`src/rtl/prt_pkg.sv`:
```
package prt_pkg;
    typedef enum logic [1:0] {
        MODE_TIMER = 2'b00,
        MODE_PULSE = 2'b01,
        MODE_EVENT = 2'b10,
        MODE_RSVD  = 2'b11
    } prt_mode_e;

    typedef enum logic {
        LVL_HI = 1'b0,
        LVL_LO = 1'b1
    } prt_lvl_e;

    typedef struct packed {
        logic      stop;
        logic      inv_en;
        logic      src_sel;
        logic      pol;
        prt_mode_e mode;
    } prt_ctrl_t;

    localparam logic [1:0] ADDR_PRE  = 2'd0;
    localparam logic [1:0] ADDR_TMR  = 2'd1;
    localparam logic [1:0] ADDR_CTRL = 2'd2;
    localparam logic [1:0] ADDR_IRQ  = 2'd3;
endpackage

```
`src/rtl/prt_edge_sync.sv`:
```
module prt_edge_sync #(
    parameter int STAGES = 2
) (
    input  logic clk,
    input  logic rst_n,
    input  logic pin,
    input  logic sel_fall,
    output logic strobe
);
    logic [STAGES:0] sh;

    always_ff @(posedge clk or negedge rst_n) begin
        if (!rst_n) sh <= '0;
        else        sh <= {sh[STAGES-1:0], pin};
    end

    assign strobe = sel_fall ? (sh[STAGES] & ~sh[STAGES-1])
                             : (sh[STAGES-1] & ~sh[STAGES]);

    // an edge produces one strobe, never two back to back
    p_single_strobe_r9: assert property (@(posedge clk) disable iff (!rst_n)
        strobe |=> !strobe);
endmodule

```
`src/rtl/prt_down_counter.sv`:
```
module prt_down_counter #(
    parameter int W = 8,
    parameter logic [W-1:0] RST_VAL = '1
) (
    input  logic         clk,
    input  logic         rst_n,
    input  logic         wr,
    input  logic [W-1:0] wdata,
    input  logic         ce,
    output logic [W-1:0] cnt,
    output logic         uf
);
    logic [W-1:0] latch_q;

    always_ff @(posedge clk or negedge rst_n) begin
        if (!rst_n) begin
            cnt     <= RST_VAL;
            latch_q <= RST_VAL;
        end else if (wr) begin
            cnt     <= wdata;
            latch_q <= wdata;
        end else if (ce) begin
            cnt <= (cnt == '0) ? latch_q : cnt - 1'b1;
        end
    end

    assign uf = ce & ~wr & (cnt == '0);

    p_reload_r3: assert property (@(posedge clk) disable iff (!rst_n)
        (ce && !wr && cnt == '0) |=> cnt == $past(latch_q));
    p_dec_r3: assert property (@(posedge clk) disable iff (!rst_n)
        (ce && !wr && cnt != '0) |=> cnt == $past(cnt) - 1'b1);
    p_hold_r10: assert property (@(posedge clk) disable iff (!rst_n)
        (!ce && !wr) |=> $stable(cnt));
    p_write_wins_r11: assert property (@(posedge clk) disable iff (!rst_n)
        wr |=> cnt == $past(wdata));
endmodule

```
`src/rtl/prt_pulse_fsm.sv`:
```
module prt_pulse_fsm
    import prt_pkg::*;
(
    input  logic clk,
    input  logic rst_n,
    input  logic init,
    input  logic init_low,
    input  logic tgl_en,
    input  logic uf,
    input  logic inv_en,
    output logic pulse_out,
    output logic pulse_out_n
);
    prt_lvl_e state, nxt;
    logic     lvl;

    always_comb begin
        nxt = state;
        if (init) begin
            nxt = init_low ? LVL_LO : LVL_HI;
        end else if (tgl_en && uf) begin
            unique case (state)
                LVL_HI: nxt = LVL_LO;
                LVL_LO: nxt = LVL_HI;
            endcase
        end
    end

    always_ff @(posedge clk or negedge rst_n) begin
        if (!rst_n) state <= LVL_HI;
        else        state <= nxt;
    end

    always_comb begin
        unique case (state)
            LVL_HI: lvl = 1'b1;
            LVL_LO: lvl = 1'b0;
        endcase
        pulse_out   = tgl_en & lvl;
        pulse_out_n = tgl_en & inv_en & ~lvl;
    end

    p_toggle_r7: assert property (@(posedge clk) disable iff (!rst_n)
        (tgl_en && uf && !init) |=> lvl != $past(lvl));
    p_init_r7: assert property (@(posedge clk) disable iff (!rst_n)
        init |=> lvl == !$past(init_low));
endmodule

```
`src/rtl/prescaled_reload_timer.sv`:
```
module prescaled_reload_timer
    import prt_pkg::*;
#(
    parameter int W           = 8,
    parameter int SYNC_STAGES = 2
) (
    input  logic         clk,
    input  logic         rst_n,
    input  logic [1:0]   bus_addr,
    input  logic         bus_wr,
    input  logic [W-1:0] bus_wdata,
    output logic [W-1:0] bus_rdata,
    input  logic         tick_a,
    input  logic         tick_b,
    input  logic         cnt_pin,
    output logic         pulse_out,
    output logic         pulse_out_n,
    output logic         irq_req
);
    localparam int CTRL_W = $bits(prt_ctrl_t);

    logic [W-1:0] ctrl_q, pre_cnt, tmr_cnt;
    prt_ctrl_t    ctrl, ctrl_new;
    logic         wr_pre, wr_tmr, wr_ctrl, wr_irq;
    logic         evt_strobe, src_tick, pre_ce, pre_uf, tmr_uf;

    assign ctrl     = prt_ctrl_t'(ctrl_q[CTRL_W-1:0]);
    assign ctrl_new = prt_ctrl_t'(bus_wdata[CTRL_W-1:0]);
    assign wr_pre   = bus_wr && bus_addr == ADDR_PRE;
    assign wr_tmr   = bus_wr && bus_addr == ADDR_TMR;
    assign wr_ctrl  = bus_wr && bus_addr == ADDR_CTRL;
    assign wr_irq   = bus_wr && bus_addr == ADDR_IRQ;

    prt_edge_sync #(.STAGES(SYNC_STAGES)) u_sync (
        .clk(clk), .rst_n(rst_n), .pin(cnt_pin),
        .sel_fall(ctrl.pol), .strobe(evt_strobe)
    );

    always_comb begin
        unique case (ctrl.mode)
            MODE_EVENT: src_tick = evt_strobe;
            default:    src_tick = ctrl.src_sel ? tick_b : tick_a;
        endcase
    end
    assign pre_ce = src_tick & ~ctrl.stop;

    prt_down_counter #(.W(W)) u_pre (
        .clk(clk), .rst_n(rst_n), .wr(wr_pre), .wdata(bus_wdata),
        .ce(pre_ce), .cnt(pre_cnt), .uf(pre_uf)
    );

    prt_down_counter #(.W(W)) u_tmr (
        .clk(clk), .rst_n(rst_n), .wr(wr_tmr), .wdata(bus_wdata),
        .ce(pre_uf), .cnt(tmr_cnt), .uf(tmr_uf)
    );

    always_ff @(posedge clk or negedge rst_n) begin
        if (!rst_n) begin
            ctrl_q  <= '0;
            irq_req <= 1'b0;
        end else begin
            if (wr_ctrl) ctrl_q <= bus_wdata;
            if (tmr_uf)                      irq_req <= 1'b1;
            else if (wr_irq && !bus_wdata[0]) irq_req <= 1'b0;
        end
    end

    prt_pulse_fsm u_pulse (
        .clk(clk), .rst_n(rst_n), .init(wr_ctrl), .init_low(ctrl_new.pol),
        .tgl_en(ctrl.mode == MODE_PULSE), .uf(tmr_uf), .inv_en(ctrl.inv_en),
        .pulse_out(pulse_out), .pulse_out_n(pulse_out_n)
    );

    always_comb begin
        unique case (bus_addr)
            ADDR_PRE:  bus_rdata = pre_cnt;
            ADDR_TMR:  bus_rdata = tmr_cnt;
            ADDR_CTRL: bus_rdata = ctrl_q;
            ADDR_IRQ:  bus_rdata = {{(W-1){1'b0}}, irq_req};
        endcase
    end

    p_irq_set_r6: assert property (@(posedge clk) disable iff (!rst_n)
        tmr_uf |=> irq_req);
    p_irq_hold_r6: assert property (@(posedge clk) disable iff (!rst_n)
        (irq_req && !(wr_irq && !bus_wdata[0])) |=> irq_req);
    p_timer_step_r4: assert property (@(posedge clk) disable iff (!rst_n)
        (!pre_uf && !wr_tmr) |=> $stable(tmr_cnt));
    p_outs_excl_r8: assert property (@(posedge clk) disable iff (!rst_n)
        !(pulse_out && pulse_out_n));
endmodule

```
`config.mk`:
```
export PLATFORM = sky130hd
export DESIGN_NAME = prescaled_reload_timer
export DESIGN_NICKNAME = d
export VERILOG_FILES = /design/src/rtl/prt_pkg.sv /design/src/rtl/prt_edge_sync.sv /design/src/rtl/prt_down_counter.sv /design/src/rtl/prt_pulse_fsm.sv /design/src/rtl/prescaled_reload_timer.sv
export SDC_FILE = /design/constraint.sdc
export NUM_CORES = 1
export LEC_CHECK = 0
export BUFFER_PORTS_ARGS = -buffer_cell sky130_fd_sc_hd__buf_2
export CORE_MARGIN = 2
export CORE_UTILIZATION = 37
export DETAILED_ROUTE_END_ITERATION = 16
export PLACE_DENSITY = 0.62
export SLEW_MARGIN = 20
export SYNTH_ARGS = -nofsm -noshare
export SYNTH_HDL_FRONTEND = slang
export SYNTH_HIERARCHICAL = 1
export SYNTH_SLANG_ARGS = --single-unit
export TNS_END_PERCENT = 20
```
`constraint.sdc`:
```
create_clock -name clk -period 3.3 [get_ports clk]
set_input_delay 0.33 -clock clk [delete_from_list [all_inputs] [get_ports clk]]
set_output_delay 0.33 -clock clk [all_outputs]
set_load 0.01 [all_outputs]
```
==> summary.md, run 1 <==
| Metric | Value |
|---|---|
| Clock Sinks | `45` |
| Drt pass-1 iters | `4` |
| Sw frac | `0.348` |
| Status | `complete, no violations` |
| Initial antenna violation count | `0` |
| Detailed Place HPWL | `4.31 mm` |
| Max VDD drop | `0.266 mV` |
| Die area | `0.00771 sq mm` |
| Final setup viols | `0` |
| Vias | `1901` |
| Synth Flop Type | `dfstp_2` |
| Pwr dens | `725 mW/mm^2` |
| # IOs | `27` |
| RSZ-0062 raised after global routing | `no` |
| Synth cell types | `49` |
| Synth area leaders | `dfstp_2 32%, dfrtp_1 13%, mux2_2 9.5%, mux2i_1 4.6%, o21ai_0 3.1%` |
| Part of the power in registers | `0.451` |
| Mean post-synth cell area | `11.4 sq um` |
| Clock transition at path regs | `90 ps` |
| CTS tree | `built` |
| Die W | `87.8 um` |
| Initial DRC Count | `165` |
| Headroom to the max-slew limit | `0.584` |
| Setup crit end kind | `register` |
| Fin nets | `274` |
| Yosys top cell area share | `0.324` |
| Worst Tran Pin Value | `622 ps` |
| Total track usage | `0.166` |
| Post-synth EDFFs | `0` |
| Clock Latency Late Sink | `300 ps` |
| Async S/R FF share, synth | `1.00` |
| Final GP Congestion | `0.815` |
| Fmax | `0.387 GHz` |
| Final number of hold-violating endpoints | `0` |
| Starting Density | `0.383` |
| CTS root buffer | `clkbuf_8` |
| Post-CTS Repair Setup Buffers | `0` |
| Clk network pwr share | `0.211` |
| #FFs+latches synth | `45` |
| Number of port buffers | `26` |
| Final clock skew | `10.4 ps` |
| N_diodes | `0` |
| Syn Inst Count | `228` |
| Arrival time worst endpoint | `2780 ps` |
| Cts hold-fix bufs | `0` |
| CP max FO | `5` |
| Fraction of layout cells with a size suffix above 1 | `0.431` |
| First-pass GRT wire length | `9.74 mm` |
| Pin count of the biggest net entering global routing | `46` |
| Minimum clock period | `2590 ps` |
| # DRC | `0` |
| Cell Area, Synth | `0.00260 sq mm` |
| Most area-hungry cell type in the Yosys netlist | `dfstp_2` |
| H-tree Lvls | `2` |
| Final Slew Violations | `0` |
| Core area | `0.00679 sq mm` |
| Startpoint Class | `register` |
| Syn nets | `248` |
| Internal Dissipation | `1.38 mW` |
| Total CTS buffers | `5` |
| Vias per cell | `5.42` |
| CP required | `3490 ps` |
| Post-route ant nets | `0` |
| Combinational power share | `0.338` |
| PostCTS Resize Cnt | `0` |
| Worst-case clock buffer depth | `2` |
| Total gr overflow | `0` |
| Num rows | `30` |
| Setup Crit Path Kind | `reg2reg` |
| Final setup TNS | `0 ps` |
| Final period util | `0.784` |
| Placed cell count | `343` |
| Die height | `87.8 um` |
| Leakage | `1.25 nW` |
| Drt total wl | `6.04 mm` |
| Max-cap violation count | `0` |
| Vias in the first global route | `1812` |
| Warnings from Yosys | `6` |
| Post-synthesis sequential area ratio | `0.449` |
| Sw Pwr | `740 uW` |
| Hold slack | `28.3 ps` |
| Wire per inst | `17.2 um` |
| Non-Filler Instances | `351` |
| Layout Area Growth over Synthesis | `12.8%` |
| Hold WC Path Type | `in2async` |
[critical path, cell delays in order (launching register included)]
cell and delay (ps):
dfrtp_1 390, nand2b_1 150, o21ai_2 110, nor3b_1 60, a211oi_1 450, nand2b_1 230
nor2_1 270, nand2b_1 200, nor2_1 240, nand2_1 80, a221o_1 290
[power groups by stage]
stage	Sequential, mW	Combinational, mW	Clock [mW]
floorplan	0.900	0.567	0
global placement	0.964	0.707	0
detailed placement	0.967	0.709	0
CTS	0.958	0.715	0.462
global route	0.985	0.791	0.487
finish	0.959	0.717	0.449
[kinds of logic (layout without fill, tap and decap cells)]
logic type / after synthesis / count (layout) / synth area share
multiplexers: 35 / 35 / 0.150
buffers and inverters: 18 / 45 / 0.0366
AO/OA/AOI/OAI: 59 / 59 / 0.164
adder cells (fa/ha/maj): 4 / 4 / 0.0193
AND/OR/NAND/NOR: 61 / 61 / 0.161
flip-flops: 45 / 45 / 0.449
XOR/XNOR: 6 / 6 / 0.0202
[Yosys cell counts (3+ instances only)]
cell type and count:
dfstp_2 32, mux2_2 22, o21ai_0 16, dfrtp_1 13, mux2i_1 12, a22oi_1 10
nor2_1 10, inv_1 9, nand2_1 9, o2bb2ai_1 7, xor2_1 6, nor2b_1 5
a21oi_1 4, clkbuf_1 4, ha_1 4, nand2b_1 4, nor3b_1 4, o31ai_2 4
a21o_1 3, and3_1 3, buf_6 3
[sequential cells by signal, indices dropped and copies added (netlist names)]
register,flops
ctrl_q,8
u_pre/latch_q,8
u_tmr/cnt,8
u_pulse/state,1
u_pre/cnt,8
irq_req,1
u_sync/sh,3
u_tmr/latch_q,8
[final cells by class]
class / instances / area [sq um]
Sequential cell: 45 / 1170
Fill cell: 654 / 3860
Inverter: 9 / 33.8
Multi-Input combinational cell: 165 / 1340
Tap cell: 96 / 120
Timing Repair Buffer: 28 / 148
Clock buffer: 6 / 82.6
Clock inverter: 2 / 37.5
[layout by cell type (no fill, tap or decap), types with 7 or more instances in the layout]
master / synthesis / routed
a22oi_1: 10 / 10
mux2_2: 22 / 22
nor2_1: 10 / 10
buf_2: 1 / 25
dfstp_2: 32 / 32
nand2_1: 9 / 9
dfrtp_1: 13 / 13
inv_1: 9 / 9
o21ai_0: 16 / 16
mux2i_1: 12 / 12
o2bb2ai_1: 7 / 7
[metrics by stage]
stage	setup slack (ps)	util	instance area (sq um)	total power, mW
4_1_cts	742	0.431	2930	2.13
5_1_grt	567	0.431	2930	2.26
3_5_place_dp	765	0.413	2810	1.68
2_1_floorplan	1230	-	2600	1.47
6_report	714	0.431	2930	2.12
3_3_place_gp	984	0.413	2810	1.67
[layer usage]
layer  up-vias  global-route usage  wire length, um
li1        900                   -                -
met1       939               0.251             3040
met2        54               0.234             2590
met3         8              0.0339              313
met4         0              0.0587               95
met5         -                   0                0
[path summary, 6_finish.rpt]
check,slack [ps],endpoint,cells after the start,from
setup reg to reg,710,u_pulse/state$_DFFE_PN0P_,10,u_sync/sh[2]$_DFF_PN0_
hold reg to reg,370,u_sync/sh[1]$_DFF_PN0_,0,u_sync/sh[0]$_DFF_PN0_
min in group clk,130,u_sync/sh[0]$_DFF_PN0_,1,cnt_pin
hold / removal,30,irq_req$_DFFE_PN0P_,1,rst_n
setup / recovery,710,u_pulse/state$_DFFE_PN0P_,10,u_sync/sh[2]$_DFF_PN0_
max in group asynchronous,2890,u_tmr/latch_q[5]$_DFFE_PN1P_,1,rst_n
Power figures use the tool's default switching activity.
==> inputs of run 2 (changes only) <==
PLACE_DENSITY = 0.64   (was 0.62)
clock period = 2.28 ns   (was 3.3 ns; I/O delays follow)
==> summary.md, run 2 (synthesis results as in run 1) <==
| Metric | Value |
|---|---|
| Initial DRC Count | `132` |
| Final Instance Area | `0.00303 sq mm` |
| Vias | `1924` |
| Minimum clock period | `2010 ps` |
| CP required | `2460 ps` |
| RSZ-0062 raised after global routing | `no` |
| Die height | `87.8 um` |
| Total CTS buffers | `5` |
| Crit-path slowest cell | `dfrtp_1` |
| Total gr overflow | `0` |
| Startpoint Class | `register` |
| Setup crit end kind | `register` |
| Max-cap violation count | `0` |
| Worst Tran Pin Value | `646 ps` |
| Fraction of layout cells with a size suffix above 1 | `0.455` |
| Final Slew Violations | `0` |
| Final GP Congestion | `0.807` |
| Fmax | `0.497 GHz` |
| Starting Density | `0.383` |
| Clock transition at path regs | `80 ps` |
| H-tree Lvls | `2` |
| Drt pass-1 iters | `4` |
| Vias per cell | `5.29` |
| Total Power | `3.09 mW` |
| Hold slack | `36.7 ps` |
| Commonest non-fill, non-tap cell in the layout | `dfstp_2` |
| Die W | `87.8 um` |
| Final setup TNS | `0 ps` |
| Pin count of the biggest net entering global routing | `29` |
| Headroom to the max-slew limit | `0.568` |
| Detailed Place HPWL | `4.45 mm` |
| Fill cells | `649` |
| Final setup viols | `0` |
| Die area | `0.00771 sq mm` |
| Placed cell area | `0.00290 sq mm` |
| Number of port buffers | `26` |
| CP max stage delay | `380 ps` |
| Hold WC Path Type | `in2reg` |
| Final number of hold-violating endpoints | `0` |
| Arrival time worst endpoint | `2200 ps` |
| Final clock skew | `9.07 ps` |
| # DRC | `0` |
| Leakage | `1.31 nW` |
| Wire per inst | `16.5 um` |
| Clock Latency Late Sink | `300 ps` |
| CP most frequent cell | `nand2b_1` |
| Pwr dens | `1020 mW/mm^2` |
| Sequential Area | `0.00117 sq mm` |
| Non-Filler Instances | `364` |
| CTS tree | `built` |
| Max VDD drop | `0.486 mV` |
| Critical path launch point | `u_sync/sh[2]$_DFF_PN0_` |
| Final period util | `0.883` |
| Initial antenna violation count | `0` |
| Commonest cells after routing, fill and taps aside | `32 x dfstp_2, 26 x buf_2, 22 x mux2_2` |
| CP max FO | `4` |
| Num rows | `30` |
| First-pass GRT wire length | `9.80 mm` |
| Setup Crit Path Kind | `reg2reg` |
| N_diodes | `0` |
| Fin nets | `287` |
| Core area | `0.00679 sq mm` |
| Status | `complete, no violations` |
| Layout Area Growth over Synthesis | `16.6%` |
| CTS root buffer | `clkbuf_8` |
| Vias in the first global route | `1805` |
| Worst-case clock buffer depth | `2` |
| Hold path start | `cnt_pin` |
| Footprint of the multi-input gates | `0.00135 sq mm` |
| Placed cell count | `355` |
| Post-CTS Repair Setup Buffers | `0` |
| Clock Sinks | `45` |
| Drt total wl | `6.01 mm` |
| CP cell instances | `nand2b_1 > o21ai_2 > nor3b_1 > a211oi_2 > nand2b_1 > nor2_1 > nand2b_1 > nor2_1 > nand2_1 > a221o_1` |
| # IOs | `27` |
| Total track usage | `0.167` |
| Reg2reg start | `u_sync/sh[2]$_DFF_PN0_` |
| Post-route ant nets | `0` |
run 2: through the flow:
stage | utilization | setup slack (ps)
global route | 0.446 | 15.9
detailed placement | 0.427 | 195
floorplan | - | 214
global placement | 0.427 | 292
finish | 0.446 | 267
CTS | 0.445 | 202
run 2: per-layer routing:
metal	vias up	GRT usage	wire [um]
met5	-	0	0
met4	0	0.0462	70
met3	7	0.0349	327
met2	48	0.236	2620
met1	943	0.257	2990
li1	926	-	-
run 2: layout make-up:
type / instances / share of cell area
Sequential cell: 45 / 0.385
Clock buffer: 7 / 0.0285
Multi-Input combinational cell: 165 / 0.445
Inverter: 9 / 0.0112
Timing Repair Buffer: 41 / 0.0810
Clock inverter: 1 / 0.00991
Tap cell: 96 / 0.0397
run 2: timing repair:
| action | CTS | global route |
|---|---|---|
| endpoints found under the setup margin | 0 | 1 |
| resized for setup | 0 | 1 |
| hold buffers | 1 | 0 |
| endpoints found under the hold margin | 13 | 0 |
run 2: worst max-delay path: cells and delay by family (launching register included):
kind | cells | cell delay (ps)
AOI/OAI and AO/OA | 3 | 630
and+or+nand+nor | 7 | 900
DFF | 1 | 380
run 2: final timing paths:
| check | end | slack (ps) | cells past startpoint |
|---|---|---|---|
| min in group asynchronous | ctrl_q[7]$_DFFE_PN0P_ | 480 | 2 |
| min reg2reg | u_sync/sh[1]$_DFF_PN0_ | 360 | 0 |
| max in group asynchronous | u_tmr/cnt[3]$_DFFE_PN1P_ | 1140 | 3 |
| max | u_pulse/state$_DFFE_PN0P_ | 270 | 10 |
| min | u_sync/sh[0]$_DFF_PN0_ | 40 | 1 |
| max reg2reg | u_pulse/state$_DFFE_PN0P_ | 270 | 10 |
run 2: power by group:
part	switching [mW]	total (mW)	internal (mW)
clock network	0.261	0.618	0.357
logic	0.520	1.09	0.568
registers	0.268	1.39	1.12
total	1.05	3.09	2.04
